**config.mk**
```make
export PLATFORM = sky130hd
export DESIGN_NAME = cplut_engine
export DESIGN_NICKNAME = d
export VERILOG_FILES = /design/src/rtl/cplut_pkg.sv /design/src/rtl/cplut_table.sv /design/src/rtl/cplut_stage.sv /design/src/rtl/cplut_ctrl.sv /design/src/rtl/cplut_engine.sv
export SDC_FILE = /design/constraint.sdc
export NUM_CORES = 1
export LEC_CHECK = 0
export BUFFER_PORTS_ARGS = -buffer_cell sky130_fd_sc_hd__buf_2
export CORE_MARGIN = 2
export CORE_UTILIZATION = 47
export CTS_CLUSTER_DIAMETER = 150
export CTS_CLUSTER_SIZE = 30
export DETAILED_ROUTE_END_ITERATION = 10
export GPL_TIMING_DRIVEN = 0
export SYNTH_ARGS = -nofsm -noshare
export SYNTH_HDL_FRONTEND = slang
export SYNTH_SLANG_ARGS = --single-unit
```
**constraint.sdc**
```tcl
create_clock -name clk -period 2.55 [get_ports clk]
set_input_delay 0.255 -clock clk [delete_from_list [all_inputs] [get_ports clk]]
set_output_delay 0.255 -clock clk [all_outputs]
set_load 0.05 [all_outputs]
```
**src/rtl/cplut_pkg.sv**
```systemverilog
package cplut_pkg;
  typedef enum logic [1:0] {
    PH_IDLE = 2'd0,
    PH_KEY  = 2'd1,
    PH_SUB  = 2'd2,
    PH_FIN  = 2'd3
  } phase_t;

  localparam logic SEL_KEY = 1'b0;
  localparam logic SEL_SUB = 1'b1;
endpackage

```
**src/rtl/cplut_table.sv**
```systemverilog
module cplut_table #(
  parameter int unsigned LANES = 8,
  parameter int unsigned IDX_W = 5
) (
  input  logic                             clk,
  input  logic                             rst_n,
  input  logic                             wr_en,
  input  logic [IDX_W-1:0]                 wr_addr,
  input  logic [IDX_W-1:0]                 wr_data,
  input  logic [LANES-1:0][IDX_W-1:0]      rd_addr,
  output logic [LANES-1:0][IDX_W-1:0]      rd_data
);
  localparam int unsigned DEPTH = 1 << IDX_W;

  logic [DEPTH-1:0][IDX_W-1:0] mem_q;

  // storage array: no reset, written only through the clock enable
  always_ff @(posedge clk) begin
    if (wr_en) begin
      mem_q[wr_addr] <= wr_data;
    end
  end

  for (genvar g = 0; g < LANES; g++) begin : g_rd
    assign rd_data[g] = mem_q[rd_addr[g]];
  end

  // contents only move when a gated write arrives
  assert_table_frozen_R7: assert property (@(posedge clk) disable iff (!rst_n)
    !wr_en |=> $stable(mem_q));
endmodule

```
**src/rtl/cplut_stage.sv**
```systemverilog
module cplut_stage #(
  parameter int unsigned LANES = 8,
  parameter int unsigned IDX_W = 5
) (
  input  logic                         clk,
  input  logic                         rst_n,
  input  logic                         en,
  input  logic                         secure,
  input  logic [LANES-1:0][IDX_W-1:0]  src,
  output logic [LANES-1:0][IDX_W-1:0]  tbl_addr,
  input  logic [LANES-1:0][IDX_W-1:0]  tbl_data,
  output logic [LANES-1:0][IDX_W-1:0]  q
);
  localparam int unsigned TAG = IDX_W - 1;

  logic [LANES-1:0][IDX_W-1:0] q_q, q_d;

  // fast mode drops the tag so every lane reads the lower half
  for (genvar g = 0; g < LANES; g++) begin : g_addr
    assign tbl_addr[g] = secure ? src[g] : {1'b0, src[g][TAG-1:0]};
  end

  always_comb begin
    q_d = q_q;
    if (en) begin
      q_d = tbl_data;
    end
  end

  always_ff @(posedge clk or negedge rst_n) begin
    if (!rst_n) begin
      q_q <= '0;
    end else begin
      q_q <= q_d;
    end
  end

  assign q = q_q;

  // a stage result is held while its enable is low
  assert_stage_hold_R11: assert property (@(posedge clk) disable iff (!rst_n)
    !en |=> $stable(q_q));
endmodule

```
**src/rtl/cplut_ctrl.sv**
```systemverilog
module cplut_ctrl
  import cplut_pkg::*;
(
  input  logic clk,
  input  logic rst_n,
  input  logic start,
  input  logic secure_in,
  output logic accept,
  output logic sub_en,
  output logic idle,
  output logic mode_q,
  output logic done
);
  phase_t ph_q, ph_d;
  logic   mode_d;

  assign idle   = (ph_q == PH_IDLE);
  assign accept = start && idle;
  assign sub_en = (ph_q == PH_KEY);
  assign done   = (ph_q == PH_FIN);

  always_comb begin
    ph_d = ph_q;
    unique case (ph_q)
      PH_IDLE: if (start) ph_d = PH_KEY;
      PH_KEY:  ph_d = PH_SUB;
      PH_SUB:  ph_d = PH_FIN;
      PH_FIN:  ph_d = PH_IDLE;
      default: ph_d = PH_IDLE;
    endcase
  end

  always_comb begin
    mode_d = mode_q;
    if (accept) begin
      mode_d = secure_in;
    end
  end

  always_ff @(posedge clk or negedge rst_n) begin
    if (!rst_n) begin
      ph_q   <= PH_IDLE;
      mode_q <= 1'b0;
    end else begin
      ph_q   <= ph_d;
      mode_q <= mode_d;
    end
  end

  // the sampled mode holds for the whole operation
  assert_mode_held_R10: assert property (@(posedge clk) disable iff (!rst_n)
    !idle |=> $stable(mode_q));
  // completion lasts one cycle
  assert_done_single_R8: assert property (@(posedge clk) disable iff (!rst_n)
    done |=> !done);
  // an operation is never restarted from a busy phase
  assert_no_restart_R9: assert property (@(posedge clk) disable iff (!rst_n)
    !idle |=> (ph_q != PH_KEY));
endmodule

```
**src/rtl/cplut_engine.sv**
```systemverilog
module cplut_engine
  import cplut_pkg::*;
#(
  parameter int unsigned LANES  = 8,
  parameter int unsigned FN_W   = 4,
  parameter int unsigned LANE_W = 8
) (
  input  logic                      clk,
  input  logic                      rst_n,
  input  logic                      start,
  input  logic                      secure_mode,
  input  logic [LANES*LANE_W-1:0]   lane_in,
  input  logic                      load_en,
  input  logic                      load_sel,
  input  logic [FN_W:0]             load_addr,
  input  logic [FN_W:0]             load_data,
  output logic [LANES*LANE_W-1:0]   result,
  output logic                      done
);
  localparam int unsigned IDX_W = FN_W + 1;

  logic accept, sub_en, idle, mode_q;
  logic we_key, we_sub;
  logic [LANES-1:0][IDX_W-1:0] in_idx;
  logic [LANES-1:0][IDX_W-1:0] key_addr, key_data, key_q;
  logic [LANES-1:0][IDX_W-1:0] sub_addr, sub_data, sub_q;

  cplut_ctrl u_ctrl (
    .clk       (clk),
    .rst_n     (rst_n),
    .start     (start),
    .secure_in (secure_mode),
    .accept    (accept),
    .sub_en    (sub_en),
    .idle      (idle),
    .mode_q    (mode_q),
    .done      (done)
  );

  assign we_key = load_en && idle && (load_sel == SEL_KEY);
  assign we_sub = load_en && idle && (load_sel == SEL_SUB);

  for (genvar g = 0; g < LANES; g++) begin : g_lane
    assign in_idx[g] = lane_in[g*LANE_W +: IDX_W];
    assign result[g*LANE_W +: LANE_W] = {{(LANE_W-IDX_W){1'b0}}, sub_q[g]};
  end

  cplut_table #(.LANES(LANES), .IDX_W(IDX_W)) u_key_tbl (
    .clk     (clk),
    .rst_n   (rst_n),
    .wr_en   (we_key),
    .wr_addr (load_addr),
    .wr_data (load_data),
    .rd_addr (key_addr),
    .rd_data (key_data)
  );

  cplut_table #(.LANES(LANES), .IDX_W(IDX_W)) u_sub_tbl (
    .clk     (clk),
    .rst_n   (rst_n),
    .wr_en   (we_sub),
    .wr_addr (load_addr),
    .wr_data (load_data),
    .rd_addr (sub_addr),
    .rd_data (sub_data)
  );

  // key stage samples the live mode on the accepting edge
  cplut_stage #(.LANES(LANES), .IDX_W(IDX_W)) u_key_stage (
    .clk      (clk),
    .rst_n    (rst_n),
    .en       (accept),
    .secure   (secure_mode),
    .src      (in_idx),
    .tbl_addr (key_addr),
    .tbl_data (key_data),
    .q        (key_q)
  );

  cplut_stage #(.LANES(LANES), .IDX_W(IDX_W)) u_sub_stage (
    .clk      (clk),
    .rst_n    (rst_n),
    .en       (sub_en),
    .secure   (mode_q),
    .src      (key_q),
    .tbl_addr (sub_addr),
    .tbl_data (sub_data),
    .q        (sub_q)
  );

  // done follows an accepted start by exactly three edges
  assert_done_latency_R8: assert property (@(posedge clk) disable iff (!rst_n)
    done |-> $past(accept, 3));
  // no table write is let through while busy
  assert_load_idle_R7: assert property (@(posedge clk) disable iff (!rst_n)
    (we_key || we_sub) |-> (idle && !$past(accept)));
endmodule

```
==> run_results.csv <==
group,metric,value,unit
detailed_routing,drcViolationCount,0,
timing,hold_viol_final,0,
clocking,clk_latency,640,ps
placement,gp_congestion,1.16,
clocking,path_clk_slew,120,ps
synth,async_flop_share,20.6,%
critical_path,cpPeakStageDelay,580,ps
power,peakVddDrop,0.621,mV
finish,drive_gt1_share,15.0,%
detailed_routing,ant_nets,0,
grt,gr-total-overflow,0,
placement,place_area,0.0392,sq mm
floorplanning,die-width,285,um
clocking,clock-sinks,403,
timing,fmax,369,MHz
finish,syn_to_final_growth,7.97,%
finish,layout_common_cells,"mux2i_1, a22oi_1, edfxtp_1",
grt,grt_pass1_wl,233000,um
critical_path,start_kind,"register",
critical_path,arrival,3250,ps
synth,synth_cell_types,36,
detailed_routing,vias,33300,
power,p_int,17000,uW
floorplanning,initial_utilization,47.3,%
grt,grt_max_degree,65,
timing,fin_crit,2710,ps
critical_path,critPathKind,"register to register",
run_status,status,"finished with violations",
grt,track_usage,39.4,%
power,switching_share,51.8,%
timing,slew_headroom,26.7,%
timing,period_share,106,%
synth,synth_area_leaders,"mux2i_1, edfxtp_1, a22oi_1, dfrtp_1, a21oi_1",
placement,io_buffer_count,84,
timing,rsz0062_at_grt,"yes",
finish,design_area,0.0402,sq mm
floorplanning,die_area,0.0815,sq mm
power,seqPwrFrac,24.8,%
synth,ys_warn_count,0,
critical_path,crit_path_max_fanout,10,
clocking,root_buffer,"clkbuf_16",
detailed_routing,routed_wirelength,167000,um
timing,worst_slack,-158,ps
clocking,cts_buffers,19,
power,power.switching,18200,uW
synth,synth_top_area_share,34.4,%
timing,clock_skew,35.5,ps
floorplanning,num_rows,103,
power,comb_power_share,63.9,%
power,p_total,35200,uW
critical_path,worstSetupStartpoint,"u_key_stage.q[16]$_DFFE_PN0P_",
finish,nNetsFinal,3866,
clocking,post_cts_buffers,0,
floorplanning,num_io_pins,145,
timing,tightest_slew,1100,ps
synth,synthCells,3646,
critical_path,worstPathRequired,3090,ps
power,clkPwrFrac,11.2,%
synth,synth_edf_count,320,
critical_path,endpoint_kind,"register",
power,p_per_area,875,mW/mm^2
worst_hold_path,min_from,"load_data[0]",
floorplanning,die_y,285,um
grt,grt_pass1_vias,30400,
finish,layout_commonest_cell,"mux2i_1",
critical_path,cp_cell_sequence,"nor2b_1 > clkbuf_1 > a22oi_1 > a21oi_1 > nor4_2 > mux2_2",
synth,yosysSeqAreaShare,31.4,%
detailed_routing,viasPerCell,6.88,
clocking,cts_tree,"done",
clocking,cts_max_path_buffers,3,
detailed_routing,first_pass_iters,6,
synth,avgSynthCellArea,10.2,sq um
synth,ys_ff_latch,403,
clocking,cts_htree_levels,1,
placement,pre_cts_slack,-498,ps
power,cellLeakagePower,0.0160,uW
critical_path,reg2reg_from,"u_key_stage.q[16]$_DFFE_PN0P_",
synth,yosys.area.top_type,"mux2i_1",
detailed_routing,drtIter0Drc,5334,
run_status,violations,"setup timing",
detailed_routing,wl_per_cell,34.5,um
synth,syn_area,0.0372,sq mm
grt,antenna_found_initial,3,
floorplanning,core_area,0.0787,sq mm
timing,setup_viol,16,
timing,slew_violations,0,
synth,ys.flop_type,"edfxtp_1",
placement,dp_hpwl,128000,um
critical_path,critical-path-slowest-cell,"dfrtp_1",
run,drv_cap,0,
worst_hold_path,hold_path.class,"input port to register",
[cells in the mapped netlist, types with 2 or more instances]
| cell type | n |
|---|---|
| clkbuf_1 | 256 |
| buf_6 | 11 |
| a21oi_1 | 241 |
| nand3b_1 | 3 |
| buf_2 | 52 |
| or2_2 | 16 |
| nand2_1 | 81 |
| and2_1 | 16 |
| clkbuf_2 | 11 |
| a221oi_1 | 39 |
| a22oi_1 | 480 |
| nand2b_1 | 16 |
| clkbuf_4 | 2 |
| inv_1 | 2 |
| buf_8 | 6 |
| a221oi_2 | 41 |
| mux2_2 | 42 |
| mux2i_1 | 1280 |
| o22ai_1 | 40 |
| nor2_1 | 83 |
| a22o_1 | 80 |
| buf_12 | 16 |
| or3b_2 | 2 |
| buf_1 | 183 |
| o41ai_2 | 40 |
| buf_4 | 101 |
| nor4_1 | 40 |
| nor2b_1 | 35 |
| edfxtp_1 | 320 |
| nand3_1 | 19 |
| ha_1 | 5 |
| dfrtp_1 | 83 |
[cells by family after synthesis]
group                    share of synthesized area (%)
AND/OR/NAND/NOR                                   4.13
multiplexers                                      35.7
AO/OA/AOI/OAI                                     19.8
buffers and inverters                             8.81
flip-flops                                        31.4
adder cells (fa/ha/maj)                          0.168
other                                           0.0101
[layout make-up]
class	instances	area [sq um]
Clock buffer	26	502
Buffer	638	3320
Multi-Input combinational cell	2626	22700
Antenna cell	1	2.50
Tap cell	1050	1310
Timing Repair Buffer	91	593
Clock inverter	8	100
Sequential cell	403	11700
Inverter	2	7.51
Fill cell	7435	38600
[worst max-delay path, delay by kind of cell, from the launching register on]
| family | cells | cell delay [ps] |
|---|---|---|
| flops | 1 | 580 |
| compound gates | 2 | 750 |
| buf+inv | 1 | 560 |
| mux | 1 | 300 |
| simple gates | 2 | 430 |
[state kept, by name, summed over array words and instances (netlist names)]
name,count
u_ctrl.ph_q,2
u_sub_tbl.mem_q,160
u_key_stage.q,40
u_ctrl.mode_q,1
u_key_tbl.mem_q,160
u_sub_stage.q,40
[per-stage QoR]
stage               TNS [ps]  std cells  hold slack [ps]  utilization (%)
CTS                   -27890       4844             8.08             50.7
detailed placement    -59920       4808              224             49.8
global placement      -51540       4803              487             49.6
floorplan                  0       3669            -40.6                -
finish                  -982       4845            0.149             51.0
global route          -0.578       4844             2.08             51.0
[worst paths after layout]
path / to / slack [ps] / cells after the start
worst max-delay path: u_sub_stage.q[15]$_DFFE_PN0N_ / -160 / 6
worst min-delay path: u_sub_tbl.mem_q[115]$_DFFE_PP_ / 0.1 / 1
worst max register to register: u_sub_stage.q[15]$_DFFE_PN0N_ / -160 / 6
worst min register to register: u_sub_stage.q[9]$_DFFE_PN0N_ / 510 / 1
max in group asynchronous: u_key_stage.q[22]$_DFFE_PN0P_ / 1690 / 3
min in group asynchronous: u_sub_stage.q[38]$_DFFE_PN0N_ / 120 / 2
[power by group through the flow]
stage,clock network (uW),logic (uW),registers [uW]
5_1_grt,4160,22600,8730
4_1_cts,3950,20900,8650
3_3_place_gp,0,20600,8790
3_5_place_dp,0,20700,8800
2_1_floorplan,0,13000,9400
6_report,3950,22500,8730
[routing by layer]
layer	vias to the layer above	part of all wire (%)	global-route usage [%]	wire, um
li1	14200	-	-	-
met1	16500	42	56.1	69800
met2	2319	40	55.5	67600
met3	333	13	13.3	22500
met4	2	4.3	13.0	7190
met5	-	0.0066	0	11
[what timing repair did]
| item | in CTS | in global routing |
|---|---|---|
| endpoints found under the hold margin | 40 | 0 |
| pin swaps | 0 | 0 |
| setup endpoints to repair | 315 | 201 |
| hold buffers | 2 | 0 |
| gates resized for setup | 45 | 103 |
Note: power is estimated with default switching activity, not from simulation.
